$ cat config.mk
export PLATFORM = sky130hd
export DESIGN_NAME = poll_status_gen
export DESIGN_NICKNAME = d
export VERILOG_FILES = /design/src/rtl/poll_pkg.sv /design/src/rtl/strobe_edge.sv /design/src/rtl/sector_hit.sv /design/src/rtl/toggle_bit.sv /design/src/rtl/poll_status_gen.sv
export SDC_FILE = /design/constraint.sdc
export NUM_CORES = 1
export LEC_CHECK = 0
export ABC_AREA = 0
export BUFFER_PORTS_ARGS = -buffer_cell sky130_fd_sc_hd__buf_4
export CORE_MARGIN = 2
export CORE_UTILIZATION = 25
export DETAILED_ROUTE_END_ITERATION = 8
export GPL_ROUTABILITY_DRIVEN = 0
export PLACE_DENSITY = 0.62
export SLEW_MARGIN = 15
export SYNTH_ARGS = -nofsm -noshare
export SYNTH_HDL_FRONTEND = slang
export SYNTH_SLANG_ARGS = --single-unit
$ cat constraint.sdc
create_clock -name clk -period 1.5 [get_ports clk]
set_input_delay 0.075 -clock clk [delete_from_list [all_inputs] [get_ports clk]]
set_output_delay 0.075 -clock clk [all_outputs]
set_load 0.02 [all_outputs]
$ cat src/rtl/poll_pkg.sv
package poll_pkg;
  localparam int DQ_W   = 8;
  localparam int B_POLL = 7;
  localparam int B_TGL  = 6;
  localparam int B_FAIL = 5;
  localparam int B_SUSP = 3;
  localparam int B_STGL = 2;
  localparam int B_ABRT = 1;
  localparam int TGL_N  = 2;

  function automatic logic [DQ_W-1:0] abort_word(input logic dq7,
                                                 input logic t_any,
                                                 input logic susp,
                                                 input logic t_sect);
    logic [DQ_W-1:0] w;
    w         = '0;
    w[B_POLL] = ~dq7;
    w[B_TGL]  = t_any;
    w[B_FAIL] = 1'b0;
    w[B_SUSP] = susp;
    w[B_STGL] = susp & t_sect;
    w[B_ABRT] = 1'b1;
    return w;
  endfunction
endpackage

$ cat src/rtl/strobe_edge.sv
module strobe_edge (
  input  logic clk,
  input  logic rst,
  input  logic stb_i,
  output logic rise_o
);
  logic stb_q;

  always_ff @(posedge clk) begin
    if (rst) stb_q <= 1'b0;
    else     stb_q <= stb_i;
  end

  assign rise_o = stb_i & ~stb_q;
endmodule

$ cat src/rtl/sector_hit.sv
module sector_hit #(
  parameter int ADDR_W   = 16,
  parameter int SECT_LSB = 12
) (
  input  logic [ADDR_W-1:0]          addr_i,
  input  logic [ADDR_W-SECT_LSB-1:0] sect_i,
  output logic                       hit_o
);
  localparam int SECT_W = ADDR_W - SECT_LSB;

  logic [ADDR_W-1:0] addr_sect;
  logic [ADDR_W-1:0] sect_ext;

  always_comb begin
    addr_sect = addr_i >> SECT_LSB;
    sect_ext  = '0;
    sect_ext[SECT_W-1:0] = sect_i;
    hit_o     = (addr_sect == sect_ext);
  end
endmodule

$ cat src/rtl/toggle_bit.sv
module toggle_bit (
  input  logic clk,
  input  logic rst,
  input  logic active_i,
  input  logic adv_i,
  output logic q_o
);
  always_ff @(posedge clk) begin
    if (rst || !active_i) q_o <= 1'b0;
    else if (adv_i)       q_o <= ~q_o;
  end
endmodule

$ cat src/rtl/poll_status_gen.sv
module poll_status_gen
  import poll_pkg::*;
#(
  parameter int ADDR_W   = 16,
  parameter int SECT_LSB = 12
) (
  input  logic                       clk,
  input  logic                       rst,
  input  logic                       abort_err_i,
  input  logic                       prog_dq7_i,
  input  logic                       ers_susp_i,
  input  logic [ADDR_W-SECT_LSB-1:0] susp_sector_i,
  input  logic [ADDR_W-1:0]          rd_addr_i,
  input  logic                       rd_stb_i,
  input  logic [DQ_W-1:0]            array_data_i,
  output logic [DQ_W-1:0]            dq_o
);
  logic             rd_rise;
  logic             in_sect;
  logic [TGL_N-1:0] tgl_adv;
  logic [TGL_N-1:0] tgl_q;

  strobe_edge u_edge (
    .clk    (clk),
    .rst    (rst),
    .stb_i  (rd_stb_i),
    .rise_o (rd_rise)
  );

  sector_hit #(.ADDR_W(ADDR_W), .SECT_LSB(SECT_LSB)) u_hit (
    .addr_i (rd_addr_i),
    .sect_i (susp_sector_i),
    .hit_o  (in_sect)
  );

  // index 0: toggles on every read; index 1: only reads into suspended sector
  assign tgl_adv[0] = rd_rise;
  assign tgl_adv[1] = rd_rise & ers_susp_i & in_sect;

  for (genvar g = 0; g < TGL_N; g++) begin : g_tgl
    toggle_bit u_tgl (
      .clk      (clk),
      .rst      (rst),
      .active_i (abort_err_i),
      .adv_i    (tgl_adv[g]),
      .q_o      (tgl_q[g])
    );
  end

  always_ff @(posedge clk) begin
    if (rst)              dq_o <= '0;
    else if (abort_err_i) dq_o <= abort_word(prog_dq7_i, tgl_q[0], ers_susp_i, tgl_q[1]);
    else                  dq_o <= array_data_i;
  end
endmodule

==> results of run 1 <==
## Yosys cell counts, drive strengths merged
cell / n / area [um2]
a21oi: 1 / 5.00
and2: 3 / 18.8
buf: 2 / 18.8
clkinv: 1 / 5.00
dfxtp: 11 / 220
inv: 1 / 3.75
mux2i: 3 / 30.0
nand2: 2 / 10.0
nand2b: 1 / 6.26
nand3: 3 / 15.0
nor2: 7 / 26.3
nor2b: 2 / 12.5
o2111ai: 1 / 8.76
or4: 1 / 7.51
xnor2: 5 / 43.8
## kinds of logic after synthesis
kind of cell / after synthesis / share of synthesized area (%)
buffers and inverters: 4 / 6.38
and+or+nand+nor: 19 / 22.3
DFF: 11 / 51.0
muxes: 3 / 6.96
xor gates and xnor gates: 5 / 10.1
AOI/OAI and AO/OA: 2 / 3.19
## stage by stage
stage | hold WS, ps | instance area (um2) | utilization (%) | setup WS (ps)
floorplan | 191 | 432 | - | 458
global placement | 279 | 652 | 39.0 | 417
detailed placement | 282 | 652 | 39.0 | 395
CTS | 7.64 | 678 | 40.6 | 377
global route | 3.30 | 678 | 40.6 | 311
finish | 13.4 | 678 | 40.6 | 383
## worst max path at each step
stage          depth (start not counted)            endpoint
2_1_floorplan                          4  g_tgl[1].u_tgl.q_o
3_3_place_gp                           4  g_tgl[1].u_tgl.q_o
3_5_place_dp                           4  g_tgl[1].u_tgl.q_o
4_1_cts                                4  g_tgl[1].u_tgl.q_o
5_1_grt                                4  g_tgl[1].u_tgl.q_o
6_report                               4  g_tgl[1].u_tgl.q_o
## power by group
| group | switching, mW | leakage [nW] | internal [mW] |
|---|---|---|---|
| Clock | 0.0961 | 0.0150 | 0.103 |
| Sequential | 0.00370 | 0.0908 | 0.306 |
| Combinational | 0.0466 | 0.222 | 0.0687 |
| Total | 0.146 | 0.328 | 0.477 |
## cells in the final DEF (no fill, tap or decap), drive strengths merged
master / count
a21oi: 1
and2: 3
buf: 29
clkbuf: 4
clkinv: 1
dfxtp: 11
inv: 1
mux2i: 3
nand2: 2
nand2b: 1
nand3: 3
nor2: 7
nor2b: 2
o2111ai: 1
or4: 1
xnor2: 5
## sequential cells by signal (all words and copies together), names as in the netlist
name and count:
g_tgl.u_tgl.q_o 2, dq_o 8, u_edge.stb_q 1
## per-layer routing
| metal | up-vias | part of all wire (%) | global-route usage, % |
|---|---|---|---|
| met5 | - | 0 | 0 |
| met4 | 0 | 0 | 7.06 |
| met3 | 0 | 6.7 | 1.98 |
| met2 | 11 | 54 | 12.1 |
| met1 | 154 | 40 | 10.1 |
| li1 | 203 | - | - |
## area by class of cell
type	instances	area (um2)
tap	17	21.3
sequential	11	220
fill	169	992
clock buffer	4	26.3
inverter	2	8.76
timing repair buffer	29	218
multi-input combinational	29	184
==> results.rst, run 1 <==
.. list-table::
   :header-rows: 1

   * - Metric
     - Value
   * - Count of buffers added by post-CTS timing repair for setup
     - 0
   * - Total global routing overflow
     - 0
   * - Layout Area Growth over Synthesis
     - 57.1%
   * - Maximum number of pins on one net before global-route repair
     - 10
   * - Crit path capture type
     - register
   * - Clock transition at the registers of the reported paths
     - 70 ps
   * - Kind of cell with the highest combined delay on the critical path
     - simple AND/OR/NAND/NOR gates
   * - RSZ-0062 raised after global routing
     - false
   * - Routed length per instance
     - 8.96 um
   * - DRC violation count after routing
     - 0
   * - Crit-path max cell delay
     - 410 ps
   * - Site row count
     - 15
   * - Starting density of the core
     - between 20% and 30%
   * - Post-synthesis average cell area
     - 9.81 um2
   * - Tightest slew margin relative to the limit
     - 88.2%
   * - Type of the setup path with the least slack
     - reg -> reg
   * - Detail Placement HPWL
     - 664 um
   * - Initial drt markers
     - 1
   * - Worst setup skew after layout
     - 0.333 ps
   * - Final layout net count
     - 110
   * - Result of the run
     - finished, final reports clean
   * - Number of standard cells in the final layout excluding fillers
     - 92
   * - Hold Crit Depth
     - 2
   * - Clock tree buffer depth
     - 2
   * - Clk_lat worst skew
     - 260 ps
   * - Area of the mapped netlist
     - 432 um2
   * - Y dimension of the die
     - 45.6 um
   * - Clock tree from TritonCTS
     - done
   * - First-pass GRT wire length
     - 1.24 mm
   * - Arr. time, crit path
     - between 1000 and 1500 ps
   * - Maximum level of the CTS H-tree
     - 1
   * - Share of synthesized area occupied by flip-flops and latches
     - 51.0%
   * - Number of endpoints failing setup at the final stage
     - 0
   * - Vias in the first global route
     - approximately 310
   * - Final min period
     - 1120 ps
   * - Final hold violation count
     - 0
   * - Power density relative to cell area
     - 920 mW/mm2
   * - Detailed-routing iteration count for the pre-antenna-repair pass
     - 2
   * - Number of instances in the synthesized netlist
     - 44
   * - Root buf cell
     - sky130_fd_sc_hd__clkbuf_4
   * - Maximum fanout along the worst path
     - 2
   * - Critical path cell sequence
     - nor2b_1, nand3_1, or4_1, nand2_1
   * - Cell with the biggest individual delay on the critical path
     - sky130_fd_sc_hd__or4_1
   * - Initial antenna violation count
     - 0
   * - Critical Path Start Type
     - register
   * - Static leakage
     - 0.328 nW
   * - Fraction of final layout cells with drive strength greater than 1
     - 45.3%
   * - Required time reported for the critical path endpoint
     - 1710 ps
   * - Synthesized netlist net count
     - 78
   * - Die W
     - between 40 and 50 um
   * - Number of primary I/O pins
     - 42
   * - Vias after detailed routing
     - 368
   * - VDD IR-drop max
     - 0.272 mV
   * - Hold_sp
     - array_data_i[4]
   * - DRT Wirelength
     - 824 um
   * - Total routing usage reported by global routing
     - 8.31%
   * - I/O Buffers
     - 29
   * - Total count of max-transition violations in the final report
     - 0
   * - Sum Neg Setup Slack
     - 0 ps
   * - CTS Hold Buffers Added
     - 0
   * - Worst reg-to-reg path cell count
     - 4
   * - Number of antenna diodes
     - 0
   * - Worst-margin pin slew
     - 176 ps
   * - YS warnings
     - 0
   * - Antenna Violating Nets Remaining
     - 0
   * - Final critical-path share of the clock period
     - 74.5%
   * - Count of state elements after synthesis
     - 11
   * - Flop-to-flop setup slack
     - 380 ps
   * - Die Footprint
     - 0.00208 mm2
   * - Source of the critical timing path
     - u_edge.stb_q
   * - Max-cap violation count
     - 0
   * - Overall power consumption
     - 0.624 mW
   * - Detail-routed via count per cell
     - roughly 4.0
   * - Clk sinks
     - 11
   * - Reg2Reg Launch Point
     - u_edge.stb_q
   * - Achievable clock frequency
     - between 0.8 and 0.9 GHz
   * - Area of the placeable core
     - 0.00167 mm2
   * - Worst hold path class
     - in -> reg
   * - Number of clock buffers inserted by TritonCTS
     - 3
   * - FF-to-FF End
     - g_tgl[1].u_tgl.q_o
   * - Buffers & Inverters on Critical Path
     - 0
   * - Post-synthesis cell type count
     - 17
   * - Post-cts repair resize count
     - 0
   * - Hold Path Sink
     - dq_o[4]
   * - Placed cell count
     - between 80 and 90
(Power assumes the default switching activity.)
==> run 2, diff against run 1 <==
--- a/config.mk
+++ b/config.mk
@@ -5,13 +5,13 @@
 export SDC_FILE = /design/constraint.sdc
 export NUM_CORES = 1
 export LEC_CHECK = 0
-export ABC_AREA = 0
+export ABC_AREA = 1
 export BUFFER_PORTS_ARGS = -buffer_cell sky130_fd_sc_hd__buf_4
 export CORE_MARGIN = 2
 export CORE_UTILIZATION = 25
 export DETAILED_ROUTE_END_ITERATION = 8
 export GPL_ROUTABILITY_DRIVEN = 0
-export PLACE_DENSITY = 0.62
+export PLACE_DENSITY = 0.61
 export SLEW_MARGIN = 15
 export SYNTH_ARGS = -nofsm -noshare
 export SYNTH_HDL_FRONTEND = slang
==> constraint.sdc (replaced) <==
create_clock -name clk -period 1.1 [get_ports clk]
set_input_delay 0.055 -clock clk [delete_from_list [all_inputs] [get_ports clk]]
set_output_delay 0.055 -clock clk [all_outputs]
set_load 0.02 [all_outputs]
==> run 2 against run 1 <==
Against the previous run: setup slack got worse by 250 ps; largest power group unchanged; largest cell class is now buffers; global-route usage rose by 2.9 points; sequential power rose by 36%; clock power rose by 35%; worst hold slack improved by 12 ps; non-clock buffer count rose by 6; flip-flop and latch count did not move.
==> results.rst, run 2 <==
.. list-table::
   :header-rows: 1

   * - Metric
     - Value
   * - Result of the run
     - finished, final reports clean
   * - Share of synthesized area occupied by flip-flops and latches
     - 47.4% (-3.6 points)
   * - Detailed-routing iteration count for the pre-antenna-repair pass
     - 4 (+2)
   * - Type of the setup path with the least slack
     - in -> reg
   * - Area taken by multi-input logic gates
     - 166 um2 (-9.5%)
   * - Required time reported for the critical path endpoint
     - 1290 ps (-420 ps)
   * - Largest register FFs
     - 8 (unchanged)
   * - Crit-path max cell delay
     - 530 ps (+120 ps)
   * - Worst hold slack after final layout
     - 25.3 ps (+11.9 ps)
   * - Starting density of the core
     - 26.6% (+0.75 points)
   * - Final layout net count
     - 138 (+25%)
   * - RSZ-0062 raised after global routing
     - false
   * - Cell with the most instances after synthesis
     - sky130_fd_sc_hd__inv_1
   * - Overall power consumption
     - 0.874 mW (+40%)
   * - Clk sinks
     - 11 (unchanged)
   * - Antenna Violating Nets Remaining
     - 0 (unchanged)
   * - Crit path capture type
     - register
   * - Post-synthesis average cell area
     - 7.14 um2 (-27%)
   * - I/O Buffers
     - 29 (unchanged)
   * - Number of clock buffers inserted by TritonCTS
     - 3 (unchanged)
   * - Cell types with the largest area share after synthesis
     - sky130_fd_sc_hd__dfxtp_1, sky130_fd_sc_hd__inv_1, sky130_fd_sc_hd__nor2_1
   * - Async SR Flop Fraction
     - 0% (unchanged)
   * - Power share of the combinational group
     - 21.0% (+2.5 points)
   * - Final min period
     - 969 ps
   * - Static leakage
     - 0.429 nW (+31%)
   * - Most numerous cell types in the synthesized netlist
     - sky130_fd_sc_hd__inv_1, sky130_fd_sc_hd__dfxtp_1, sky130_fd_sc_hd__nor2_1, sky130_fd_sc_hd__nand2_1, sky130_fd_sc_hd__nand3_1
   * - Number of primary I/O pins
     - 42 (unchanged)
   * - Detail Placement HPWL
     - 839 um (+26%)
   * - Worst hold path class
     - in -> reg
   * - Final critical-path share of the clock period
     - 88.1%
   * - Final hold violation count
     - 0 (unchanged)
   * - DRC violation count after routing
     - 0 (unchanged)
   * - Flop-to-flop setup slack
     - 180 ps (-200 ps)
   * - Sequential cell fraction of total power
     - 48.3% (-1.3 points)
   * - Buffers & Inverters on Critical Path
     - 2 (+2)
   * - Clk_lat worst skew
     - 260 ps (about the same)
   * - Switching power share of the total
     - 24.3% (+0.80 points)
   * - Vias in the first global route
     - 442 (+41%)
   * - Cell with the biggest individual delay on the critical path
     - sky130_fd_sc_hd__dlygate4sd3_1
   * - DRT Wirelength
     - 1.10 mm (+33%)
   * - Initial drt markers
     - 5 (+4)
   * - Placed cell count
     - 118 (+34%)
   * - Total global routing overflow
     - 0 (unchanged)
   * - Die W
     - 47.1 um (+3.4%)
   * - Maximum fanout along the worst path
     - 7 (+5)
   * - Critical path cell sequence
     - dlygate4sd3_1, buf_4, or2_4, o22ai_1
   * - YS warnings
     - 0 (unchanged)
   * - Synthesized netlist net count
     - 99 (+27%)
   * - Most common cell after layout, fill and taps aside
     - sky130_fd_sc_hd__buf_4
   * - Arr. time, crit path
     - 1160 ps (-170 ps)
   * - Main synth FF type
     - sky130_fd_sc_hd__dfxtp_1
   * - Layout Area Growth over Synthesis
     - 70.9%
   * - Count of state elements after synthesis
     - 11 (unchanged)
   * - Site row count
     - 15 (unchanged)
   * - Total routing usage reported by global routing
     - 11.2% (+2.9 points)
   * - Routed length per instance
     - 8.58 um (-4.2%)
   * - Filler cell count in the final layout
     - 192 (+14%)
   * - Most flop-heavy register
     - dq_o
   * - Post-synthesis cell type count
     - 15 (-2)
   * - Biggest regs
     - dq_o (8), g_tgl.u_tgl.q_o (2), u_edge.stb_q (1)
   * - Clock power frac
     - 30.6% (-1.3 points)
   * - Clock transition at the registers of the reported paths
     - 60 ps (about the same)
   * - Area share of the largest cell type after synthesis
     - 47.4% (-3.6 points)
   * - Achievable clock frequency
     - 1.03 GHz
   * - Area of the placeable core
     - 0.00175 mm2 (+4.5%)
   * - Count of buffers added by post-CTS timing repair for setup
     - 0 (unchanged)
   * - Clock tree from TritonCTS
     - done
   * - Area of the mapped netlist
     - 464 um2 (+7.5%)
   * - Die Footprint
     - 0.00222 mm2 (+6.9%)
   * - Number of antenna diodes
     - 0 (unchanged)
   * - Cell area after layout
     - 793 um2 (+17%)
   * - Root buf cell
     - sky130_fd_sc_hd__clkbuf_4
   * - Number of standard cells in the final layout excluding fillers
     - 128 (+39%)
   * - Tightest slew margin relative to the limit
     - 86.3% (-2.0 points)
   * - Leading cell types in the layout, fill and taps excluded
     - sky130_fd_sc_hd__buf_4, sky130_fd_sc_hd__inv_1, sky130_fd_sc_hd__dfxtp_1, sky130_fd_sc_hd__nand2_1, sky130_fd_sc_hd__nor2_1
   * - Y dimension of the die
     - 47.1 um (+3.4%)
   * - Fraction of final layout cells with drive strength greater than 1
     - 35.0% (-10 points)
   * - Clock tree buffer depth
     - 2 (unchanged)
   * - Kind of cell with the highest combined delay on the critical path
     - buffers and inverters
   * - Worst-margin pin slew
     - 205 ps (+28.3 ps)
   * - Maximum number of pins on one net before global-route repair
     - 8 (-2)
   * - Placed inst area
     - 702 um2 (+7.7%)
   * - Total count of max-transition violations in the final report
     - 0 (unchanged)
   * - Number of endpoints failing setup at the final stage
     - 0 (unchanged)
   * - Max-cap violation count
     - 0 (unchanged)
   * - Worst setup skew after layout
     - 2.38 ps (+2.05 ps)
   * - Switching power
     - 0.212 mW (+45%)
   * - Sum Neg Setup Slack
     - 0 ps (unchanged)
   * - VDD IR-drop max
     - 0.469 mV (+73%)
   * - Critical Path Start Type
     - input port
   * - Number of enable flip-flop cells after synthesis
     - 0 (unchanged)
   * - Footprint of the flip-flops and latches
     - 220 um2 (unchanged)
   * - Maximum level of the CTS H-tree
     - 1 (unchanged)
   * - Number of instances in the synthesized netlist
     - 65 (+48%)
   * - First-pass GRT wire length
     - 1.66 mm (+35%)
   * - Initial antenna violation count
     - 0 (unchanged)
   * - Detail-routed via count per cell
     - 3.95 (-1.4%)
   * - P_int
     - 0.662 mW (+39%)
   * - Power density relative to cell area
     - 1100 mW/mm2 (+20%)
   * - Largest area contributor in the synthesized netlist
     - sky130_fd_sc_hd__dfxtp_1
   * - Vias after detailed routing
     - 505 (+37%)
## run 2: tightest hold or removal path: cells and delay by family
kind	cells	cell delay [ps]
and+or+nand+nor	2	110
buffers and inverters	1	90
## run 2: per-layer routing
metal	global-route usage, %	wire length, um	vias to the layer above
li1	-	-	268
met1	11.3	443	216
met2	19.7	565	21
met3	3.85	89	0
met4	6.67	0	0
met5	0	0	-
## run 2: power by group through the flow
| stage | logic (mW) | registers [mW] | clock network [mW] |
|---|---|---|---|
| finish | 0.184 | 0.422 | 0.268 |
| global route | 0.205 | 0.424 | 0.295 |
| CTS | 0.183 | 0.422 | 0.283 |
| detailed placement | 0.165 | 0.432 | 0 |
| global placement | 0.160 | 0.431 | 0 |
| floorplan | 0.0541 | 0.451 | 0 |
## run 2: final timing paths
path                      startpoint  depth (start not counted)            endpoint
setup / recovery                 rst                          4             dq_o[6]
hold reg to reg   g_tgl[0].u_tgl.q_o                          2             dq_o[6]
hold / removal           abort_err_i                          3             dq_o[1]
setup reg to reg        u_edge.stb_q                          7  g_tgl[1].u_tgl.q_o
## run 2: through the flow
stage	worst slack (ps)	util, %
2_1_floorplan	282	-
3_3_place_gp	237	40.2
3_5_place_dp	192	40.2
4_1_cts	71.5	45.2
5_1_grt	76.3	45.4
6_report	131	45.4
## run 2: timing repair
item	CTS	global route
hold buffers	6	0
setup endpoints to repair	0	1
gates resized for setup	0	2
endpoints found under the hold margin	6	0
## run 2: layout make-up
class / count / share of cell area [%]
well taps: 25 / 3.94
inverters: 19 / 8.99
multi-input cells: 34 / 21.0
flip-flops and latches: 11 / 27.8
repair buffers: 35 / 35.0
clock buffers: 4 / 3.31
## run 2: logic make-up (layout without fill, tap and decap cells)
family / after synthesis / after routing / synth area share, %
buffers and inverters: 20 / 58 / 17.8
and+or+nand+nor: 27 / 27 / 24.3
AOI/OAI and AO/OA: 6 / 6 / 8.62
DFF: 11 / 11 / 47.4
xor gates and xnor gates: 1 / 1 / 1.89
